$ cat src/rtl/ow_trip_pkg.sv
package ow_trip_pkg;

  typedef enum logic [2:0] {
    ST_IDLE    = 3'd0,
    ST_ID_REQ  = 3'd1,
    ST_ID_WAIT = 3'd2,
    ST_CP_REQ  = 3'd3,
    ST_CP_WAIT = 3'd4,
    ST_WR_REQ  = 3'd5,
    ST_WR_WAIT = 3'd6
  } trip_state_e;

  // Outcome field order: {direction, complement, identity}
  typedef struct packed {
    logic dir;
    logic cp;
    logic id;
  } trip_res_t;

  localparam logic [2:0] RES_NO_DEVICE = 3'b011;

endpackage

$ cat src/rtl/ow_branch_pick.sv
module ow_branch_pick (
  input  logic id_bit,
  input  logic cp_bit,
  input  logic pref_dir,
  output logic no_dev,
  output logic take_dir
);

  always_comb begin
    no_dev   = id_bit & cp_bit;
    take_dir = (id_bit | cp_bit) ? id_bit : pref_dir;
  end

endmodule

$ cat src/rtl/ow_slot_timer.sv
module ow_slot_timer #(
  parameter int unsigned LIMIT = 16
) (
  input  logic clk,
  input  logic rst_n,
  input  logic clr,
  input  logic run,
  output logic expired
);

  localparam int unsigned CW = (LIMIT < 2) ? 1 : $clog2(LIMIT + 1);
  localparam logic [CW-1:0] LAST = CW'(LIMIT - 1);

  logic [CW-1:0] cnt_q, cnt_d;
  logic          cnt_en;

  always_comb begin
    cnt_en  = clr | run;
    cnt_d   = clr ? '0 : cnt_q + 1'b1;
    expired = (cnt_q == LAST);
  end

  always_ff @(posedge clk or negedge rst_n) begin
    if (!rst_n) begin
      cnt_q <= '0;
    end else if (cnt_en) begin
      cnt_q <= cnt_d;
    end
  end

endmodule

$ cat src/rtl/ow_triplet_engine.sv
module ow_triplet_engine
  import ow_trip_pkg::*;
#(
  parameter int unsigned TIMEOUT_CYC = 16
) (
  input  logic       clk,
  input  logic       rst_n,
  input  logic       start_i,
  input  logic       dir_i,
  output logic       slot_rd_o,
  output logic       slot_wr_o,
  output logic       slot_wbit_o,
  input  logic       slot_done_i,
  input  logic       slot_bit_i,
  output logic       busy_o,
  output logic       done_o,
  output logic [2:0] result_o,
  output logic       err_o
);

  trip_state_e state_q, state_d;
  logic        dir_q, dir_d;
  logic        id_q, id_d;
  logic        cp_q, cp_d;
  logic        wbit_q, wbit_d;
  trip_res_t   res_q, res_d;
  logic        err_q, err_d;
  logic        done_q, done_d;
  logic        res_en;

  logic in_req, in_wait, expired;
  logic no_dev, take_dir;

  always_comb begin
    in_req  = (state_q == ST_ID_REQ) || (state_q == ST_CP_REQ) || (state_q == ST_WR_REQ);
    in_wait = (state_q == ST_ID_WAIT) || (state_q == ST_CP_WAIT) || (state_q == ST_WR_WAIT);
  end

  ow_slot_timer #(.LIMIT(TIMEOUT_CYC)) u_timer (
    .clk     (clk),
    .rst_n   (rst_n),
    .clr     (in_req),
    .run     (in_wait & ~slot_done_i),
    .expired (expired)
  );

  // Complement bit comes straight from the slot sample in the decision cycle
  ow_branch_pick u_pick (
    .id_bit   (id_q),
    .cp_bit   (slot_bit_i),
    .pref_dir (dir_q),
    .no_dev   (no_dev),
    .take_dir (take_dir)
  );

  always_comb begin
    state_d = state_q;
    dir_d   = dir_q;
    id_d    = id_q;
    cp_d    = cp_q;
    wbit_d  = wbit_q;
    res_d   = res_q;
    err_d   = err_q;
    done_d  = 1'b0;
    res_en  = 1'b0;

    unique case (state_q)
      ST_IDLE: begin
        if (start_i) begin
          dir_d   = dir_i;
          state_d = ST_ID_REQ;
        end
      end
      ST_ID_REQ: state_d = ST_ID_WAIT;
      ST_CP_REQ: state_d = ST_CP_WAIT;
      ST_WR_REQ: state_d = ST_WR_WAIT;
      ST_ID_WAIT: begin
        if (slot_done_i) begin
          id_d    = slot_bit_i;
          state_d = ST_CP_REQ;
        end else if (expired) begin
          res_en  = 1'b1;
        end
      end
      ST_CP_WAIT: begin
        if (slot_done_i) begin
          cp_d = slot_bit_i;
          if (no_dev) begin
            res_en = 1'b1;
          end else begin
            wbit_d  = take_dir;
            state_d = ST_WR_REQ;
          end
        end else if (expired) begin
          res_en = 1'b1;
        end
      end
      ST_WR_WAIT: begin
        if (slot_done_i || expired) begin
          res_en = 1'b1;
        end
      end
      default: state_d = ST_IDLE;
    endcase

    // Completion: normal write end, no-device end, or abort
    if (res_en) begin
      done_d  = 1'b1;
      state_d = ST_IDLE;
      if (!slot_done_i) begin
        res_d = RES_NO_DEVICE;
        err_d = 1'b1;
      end else if (state_q == ST_WR_WAIT) begin
        res_d = '{dir: wbit_q, cp: cp_q, id: id_q};
        err_d = 1'b0;
      end else begin
        res_d = RES_NO_DEVICE;
        err_d = 1'b0;
      end
    end
  end

  always_ff @(posedge clk or negedge rst_n) begin
    if (!rst_n) begin
      state_q <= ST_IDLE;
      dir_q   <= 1'b0;
      id_q    <= 1'b0;
      cp_q    <= 1'b0;
      wbit_q  <= 1'b0;
      res_q   <= '0;
      err_q   <= 1'b0;
      done_q  <= 1'b0;
    end else begin
      state_q <= state_d;
      dir_q   <= dir_d;
      id_q    <= id_d;
      cp_q    <= cp_d;
      wbit_q  <= wbit_d;
      done_q  <= done_d;
      if (res_en) begin
        res_q <= res_d;
        err_q <= err_d;
      end
    end
  end

  always_comb begin
    slot_rd_o   = (state_q == ST_ID_REQ) || (state_q == ST_CP_REQ);
    slot_wr_o   = (state_q == ST_WR_REQ);
    slot_wbit_o = wbit_q;
    busy_o      = (state_q != ST_IDLE);
    done_o      = done_q;
    result_o    = res_q;
    err_o       = err_q;
  end

endmodule

$ cat config.mk
export PLATFORM = sky130hd
export DESIGN_NAME = ow_triplet_engine
export DESIGN_NICKNAME = d
export VERILOG_FILES = /design/src/rtl/ow_trip_pkg.sv /design/src/rtl/ow_branch_pick.sv /design/src/rtl/ow_slot_timer.sv /design/src/rtl/ow_triplet_engine.sv
export SDC_FILE = /design/constraint.sdc
export NUM_CORES = 1
export LEC_CHECK = 0
export BUFFER_PORTS_ARGS = -buffer_cell sky130_fd_sc_hd__buf_4
export CAP_MARGIN = 10
export CORE_MARGIN = 8
export CORE_UTILIZATION = 40
export CTS_CLUSTER_DIAMETER = 150
export DETAILED_ROUTE_END_ITERATION = 12
export GPL_TIMING_DRIVEN = 0
export HOLD_SLACK_MARGIN = 0.03
export PLACE_DENSITY_LB_ADDON = 0.1
export SETUP_SLACK_MARGIN = 0.05
export SYNTH_ARGS = -nofsm -noshare
export SYNTH_HDL_FRONTEND = slang
export SYNTH_HIERARCHICAL = 1
export SYNTH_SLANG_ARGS = --single-unit
$ cat constraint.sdc
create_clock -name clk -period 1.76 [get_ports clk]
set_input_delay 0.088 -clock clk [delete_from_list [all_inputs] [get_ports clk]]
set_output_delay 0.088 -clock clk [all_outputs]
set_load 0.01 [all_outputs]
---- After elaboration in Yosys (flattened, before gate mapping) ----
Index checks and enable logic that the tools add are counted.
storage, ports and cells
  input port bits ......................... 6
  logic and storage cells ................. 60
  output and inout port bits .............. 9
  bits in registers ....................... 17
operators by class
  bitwise gates (word level) .............. 6
  equality and inequality tests ........... 12
  add/subtract/negate cells ............... 1
  muxes and demuxes ....................... 18
  reduce and logical (&&, ||, !) cells .... 12
operators with widths
  cell                   count
  $mux W3                7
  $pmux W3 S7            1
  $ne A3 B3 Y1 const B   4
  $eq A3 B3 Y1 const B   3
  $mux W1                8
  $eq A3 B2 Y1 const B   2
  $reduce_and A2 Y1      3
  $add A5 B1 Y5 const B  1
  $eq A5 B4 Y1 const B   1
  $logic_or A1 B1 Y1     5
  $mux W5                1
  $reduce_and A5 Y1      1
  $eq A3 B1 Y1 const B   1
  $logic_not A3 Y1       1
  $pmux W1 S3            1
  $reduce_and A3 Y1      1
  $reduce_bool A3 Y1     1
  $and A1 B1 Y1          2
  $ne A2 B2 Y1 const B   1
  $not A1 Y1             2
  $or A1 B1 Y1           2

---- Longest topological paths before layout ----
  word-level depth ........................ 6
  gate-level depth with buffers ........... 6
  gate-level depth less buffers ........... 6

---- Modules after synthesis ----
The synthesis kept the hierarchy.
by module, submodules not included
  module             cells an instance  times used  sequential area each (sq um)  area an instance (sq um)
  ow_triplet_engine  68                 1           300.3                         726.9
  ow_slot_timer      23                 1           125.1                         270.3
  ow_branch_pick     3                  1           0.0                           18.8

---- Worst setup path before layout ----
OpenSTA, ideal clock, no wires.
  path kind ............................... register to register
  start point ............................. register u_timer.cnt_q[0]
  end point ............................... register res_q, in the netlist result_o[0]
  path slack .............................. 0.168 ns
  path buffers ............................ 0
  clock period less this slack ............ 1.592 ns
  required time ........................... 1.635 ns
  setup time .............................. 0.125 ns
  cell stages (with the launch flop) ...... 7
  data arrival time ....................... 1.467 ns
  cell sequence ........................... dfrtp_1 ha_1 and3_1 ha_1 mux2_4 a21oi_1 nor3_2
on the way
  word-level cells in the longest chain between the ends .. 4
  elaborated cells between the ends (all ways) .. 7
  classes of those cells .................. eq/ne: 1; mux: 5; reduce/logical: 1
ends and longest elaborated chain
  what                                                  RTL line                                                                   source
  start: declaration                                    ow_slot_timer.sv:14                                                        logic [CW-1:0] cnt_q, cnt_d;
  start signal: assignment                              ow_slot_timer.sv:27                                                        cnt_q <= cnt_d;
  $eq A5 B4 Y1 *                                        ow_slot_timer.sv:20                                                        expired = (cnt_q == LAST);
  named net expired                                     ow_triplet_engine.sv:31                                                    logic in_req, in_wait, expired;
  $mux W1 / $logic_or A1 B1 Y1 (equally long branches)  ow_triplet_engine.sv:81, ow_triplet_engine.sv:94, ow_triplet_engine.sv:99
  $mux W1, on equally long branches                     ow_triplet_engine.sv:86, ow_triplet_engine.sv:78, ow_triplet_engine.sv:99
  $pmux W1 S3 *                                         ow_triplet_engine.sv:67                                                    unique case (state_q)
  end signal: assignment                                ow_triplet_engine.sv:141                                                   res_q <= res_d;
  end: declaration                                      ow_triplet_engine.sv:26                                                    trip_res_t res_q, res_d;
The timed path passes the listed nets; every way through them passes the cells marked *.
A chain may end at the register's enable or synchronous reset.

---- Worst setup path in the final report ----
  start point ............................. register u_timer.cnt_q[1]
  end point ............................... register res_q, in the netlist result_o[0]
Same word-level chain as after synthesis.

==> impl_metrics.py <==
metrics = {
    "worst_setup_path": {
        "cp.arrival_ns": 1.81,
        "crit_chain": "ha_1 -> and3_1 -> ha_2 -> mux2_4 -> a21oi_1 -> nor3_2",
        "worstPathMaxFanout": 4,
        "cp-end-kind": "flop",
        "critPathCapture": "result_o[0]",
        "slowest_stage": "dfrtp_1",
        "cp.required_ns": 1.95,
        "setup.worst_path.start": "u_timer/cnt_q[1]",
        "critPathBufInv": 0,
        "path_depth": 6,
        "r2r-end": "result_o[0]",
        "rrSetupSlack_ns": 0.14,
        "ff2ff_path_depth": 6,
        "crit_type": "flop to flop",
        "start_kind": "flop",
        "reg2reg_from": "u_timer/cnt_q[1]",
        "cp_top_family": "adder cells",
        "slowest_delay_ns": 0.41,
    },
    "yosys": {
        "ys_top_cells_by_area": "dfrtp_1, buf_6, mux2_4",
        "async_flop_share_pct": 100,
        "ys_types": 41,
        "yosysTopAreaCellShare_pct": 41.9,
        "seq_area_frac_synth_pct": 41.9,
        "yosysWarnings": 6,
        "synthesis.nets": 102,
        "yosys.area.top_type": "dfrtp_1",
        "netlist_area_um2": 1020,
        "synth_ff_type": "dfrtp_1",
        "synth_common_cells": "dfrtp_1, nor2_1, a21oi_1",
        "syn_inst": 94,
        "avgSynthCellArea_um2": 10.8,
        "synth_edf_count": 0,
        "synth_most_common_cell": "dfrtp_1",
        "ys_ff_latch": 17,
    },
    "drt": {
        "num_vias": 766,
        "drt-total-wl_mm": 2.09,
        "drtIter0Drc": 8,
        "vias_per_cell": 5.25,
        "drtPass1Iterations": 4,
        "ant_nets": 0,
        "wl_per_cell_um": 14.3,
        "drc": 0,
    },
    "cells_and_area": {
        "seq_area_um2": 425,
        "drive_above_1_share_pct": 37.1,
        "diodes": 0,
        "nets": 125,
        "syn_to_final_growth_pct": 21.3,
        "multiInputGateArea_um2": 520,
        "nFillCells": 229,
    },
    "timing": {
        "whs_ns": 0.187,
        "post-route-period-util_pct": 92.0,
        "fmax_mhz": 618,
        "hold_viol_final": 0,
        "rsz0062_at_grt": "false",
        "setup_viol": 0,
        "finalClockSkew_ns": 0.00533,
        "final_max_slew_viol_count": 0,
        "slew_headroom_pct": 79.9,
        "worstMarginPinSlew_ns": 0.293,
        "min_period_ns": 1.62,
        "tns_ns": 0,
    },
    "cts": {
        "cts_root_buf": "clkbuf_4",
        "cts_buffer_depth": 2,
        "clk_pin_slew_ns": 0.10,
        "htreeDepth": 1,
        "cts_tree": "done",
        "cts_sinks": 17,
        "insertion_delay_ns": 0.29,
        "numCtsBuffers": 3,
    },
    "worst_hold_path": {
        "hp-class": "input port to asynchronous set/reset pin",
    },
    "pwr": {
        "seq_power_share_pct": 35.0,
        "p_sw_mw": 0.706,
        "peakVddDrop_mv": 0.721,
        "comb_power_share_pct": 53.2,
        "switching_share_pct": 39.5,
        "powerDensity_nw_per_um2": 1450,
        "p_leak_nw": 0.579,
        "intPower_mw": 1.08,
        "power_frac_clock_pct": 11.8,
    },
    "global_route": {
        "grtUsageTotal_pct": 10.6,
        "grt_pass1_vias": 748,
        "grt_pass1_wl_mm": 3.66,
        "grt_max_degree": 18,
        "antenna_found_initial": 0,
        "grt.overflow.total": 0,
    },
    "floorplanning": {
        "die_w_um": 66.4,
        "die_area_um2": 4410,
        "die_h_um": 66.4,
        "fp.coreArea_um2": 2430,
        "initial_core_util_pct": 41.8,
        "rows": 18,
        "io_pins": 15,
    },
    "job": {
        "maxCapViolCount": 0,
    },
    "placement": {
        "place_congestion": 0.767,
        "port_buffers": 14,
        "dpl.hpwl_mm": 1.56,
    },
    "status": {
        "outcome": "finished, final reports clean",
    },
}
==> layout make-up <==
type                       instances  share of cell area, %
buffer                             7                   5.28
multi-input combinational         66                   42.2
inverter                           4                   1.22
sequential                        17                   34.5
timing repair buffer              18                   11.6
clock buffer                       4                   2.13
tap                               30                   3.05
==> cell usage in the layout (no fill, tap or decap), types with 2 or more instances in the layout <==
| cell | count |
|---|---|
| a211oi_1 | 5 |
| buf_6 | 4 |
| buf_4 | 17 |
| inv_1 | 3 |
| mux2_1 | 3 |
| a21oi_1 | 4 |
| nor2_1 | 7 |
| nor3_1 | 2 |
| mux2i_1 | 2 |
| nor2b_2 | 2 |
| dlygate4sd3_1 | 3 |
| o21ai_1 | 2 |
| nand2b_1 | 2 |
| clkbuf_4 | 3 |
| a21oi_2 | 2 |
| nand2_1 | 3 |
| and2b_1 | 3 |
| mux2_4 | 3 |
| dfrtp_1 | 17 |
| nor3_2 | 3 |
==> worst register-to-register path, stage by stage (launching register included) <==
cell and delay (ns):
dfrtp_1 0.41, ha_1 0.22, and3_1 0.17, ha_2 0.20, mux2_4 0.28, a21oi_1 0.18, nor3_2 0.06
==> routing by layer <==
metal  share of wire [%]  vias to the layer above  global-route usage, %
met4                0.72                        0                   3.20
met5                   0                        -                      0
met2                  45                       17                   15.9
met1                  47                      369                   13.7
li1                    -                      378                      -
met3                 6.9                        2                   4.24
==> sequential cells by signal (all words and copies together), names as in the netlist <==
signal / flops
err_o: 1
id_q: 1
u_timer/cnt_q: 5
state_q: 3
dir_q: 1
result_o: 3
slot_wbit_o: 1
cp_q: 1
done_o: 1
==> cells by family (layout without fill, tap and decap cells) <==
family | count (synthesis) | in the layout | synth area share, %
DFF | 17 | 17 | 41.9
muxes | 8 | 8 | 9.73
xor gates and xnor gates | 1 | 1 | 0.862
and+or+nand+nor | 36 | 36 | 24.8
adders and majority gates | 2 | 2 | 2.46
AOI/OAI and AO/OA | 19 | 19 | 12.4
buffers and inverters | 11 | 33 | 7.88
==> what timing repair did <==
item,in CTS,in global routing
setup buffers,1,0
hold buffers,3,0
pin swaps,0,0
resized for setup,0,3
endpoints found under the setup margin,2,3
hold endpoints to repair,19,0
==> worst min path at each step <==
| stage | cells after the start | startpoint | to |
|---|---|---|---|
| 5_1_grt | 2 | rst_n | result_o[2] |
| 4_1_cts | 3 | slot_done_i | state_q[0] |
| 6_report | 2 | rst_n | result_o[2] |
| 3_5_place_dp | 1 | rst_n | result_o[2] |
| 3_3_place_gp | 1 | rst_n | result_o[2] |
| 2_1_floorplan | 0 | rst_n | cp_q |
==> through the flow <==
step	cell area, µm²	setup slack (ns)	util [%]	std cells	total power [mW]
detailed placement	1160	0.0558	47.6	138	1.56
floorplan	1020	0.168	-	94	1.29
CTS	1220	0.0619	50.3	146	1.80
finish	1230	0.142	50.7	146	1.79
global route	1230	0.0808	50.7	146	1.93
global placement	1160	0.0795	47.6	138	1.54
==> power groups by stage <==
| stage | clock, mW | combinational [mW] | sequential [mW] |
|---|---|---|---|
| final | 0.211 | 0.950 | 0.625 |
| after global routing | 0.238 | 1.05 | 0.647 |
| after CTS | 0.223 | 0.951 | 0.625 |
| after detailed placement | 0 | 0.923 | 0.638 |
| after global placement | 0 | 0.910 | 0.631 |
| after floorplan | 0 | 0.656 | 0.633 |
Power figures use the tool's default switching activity.
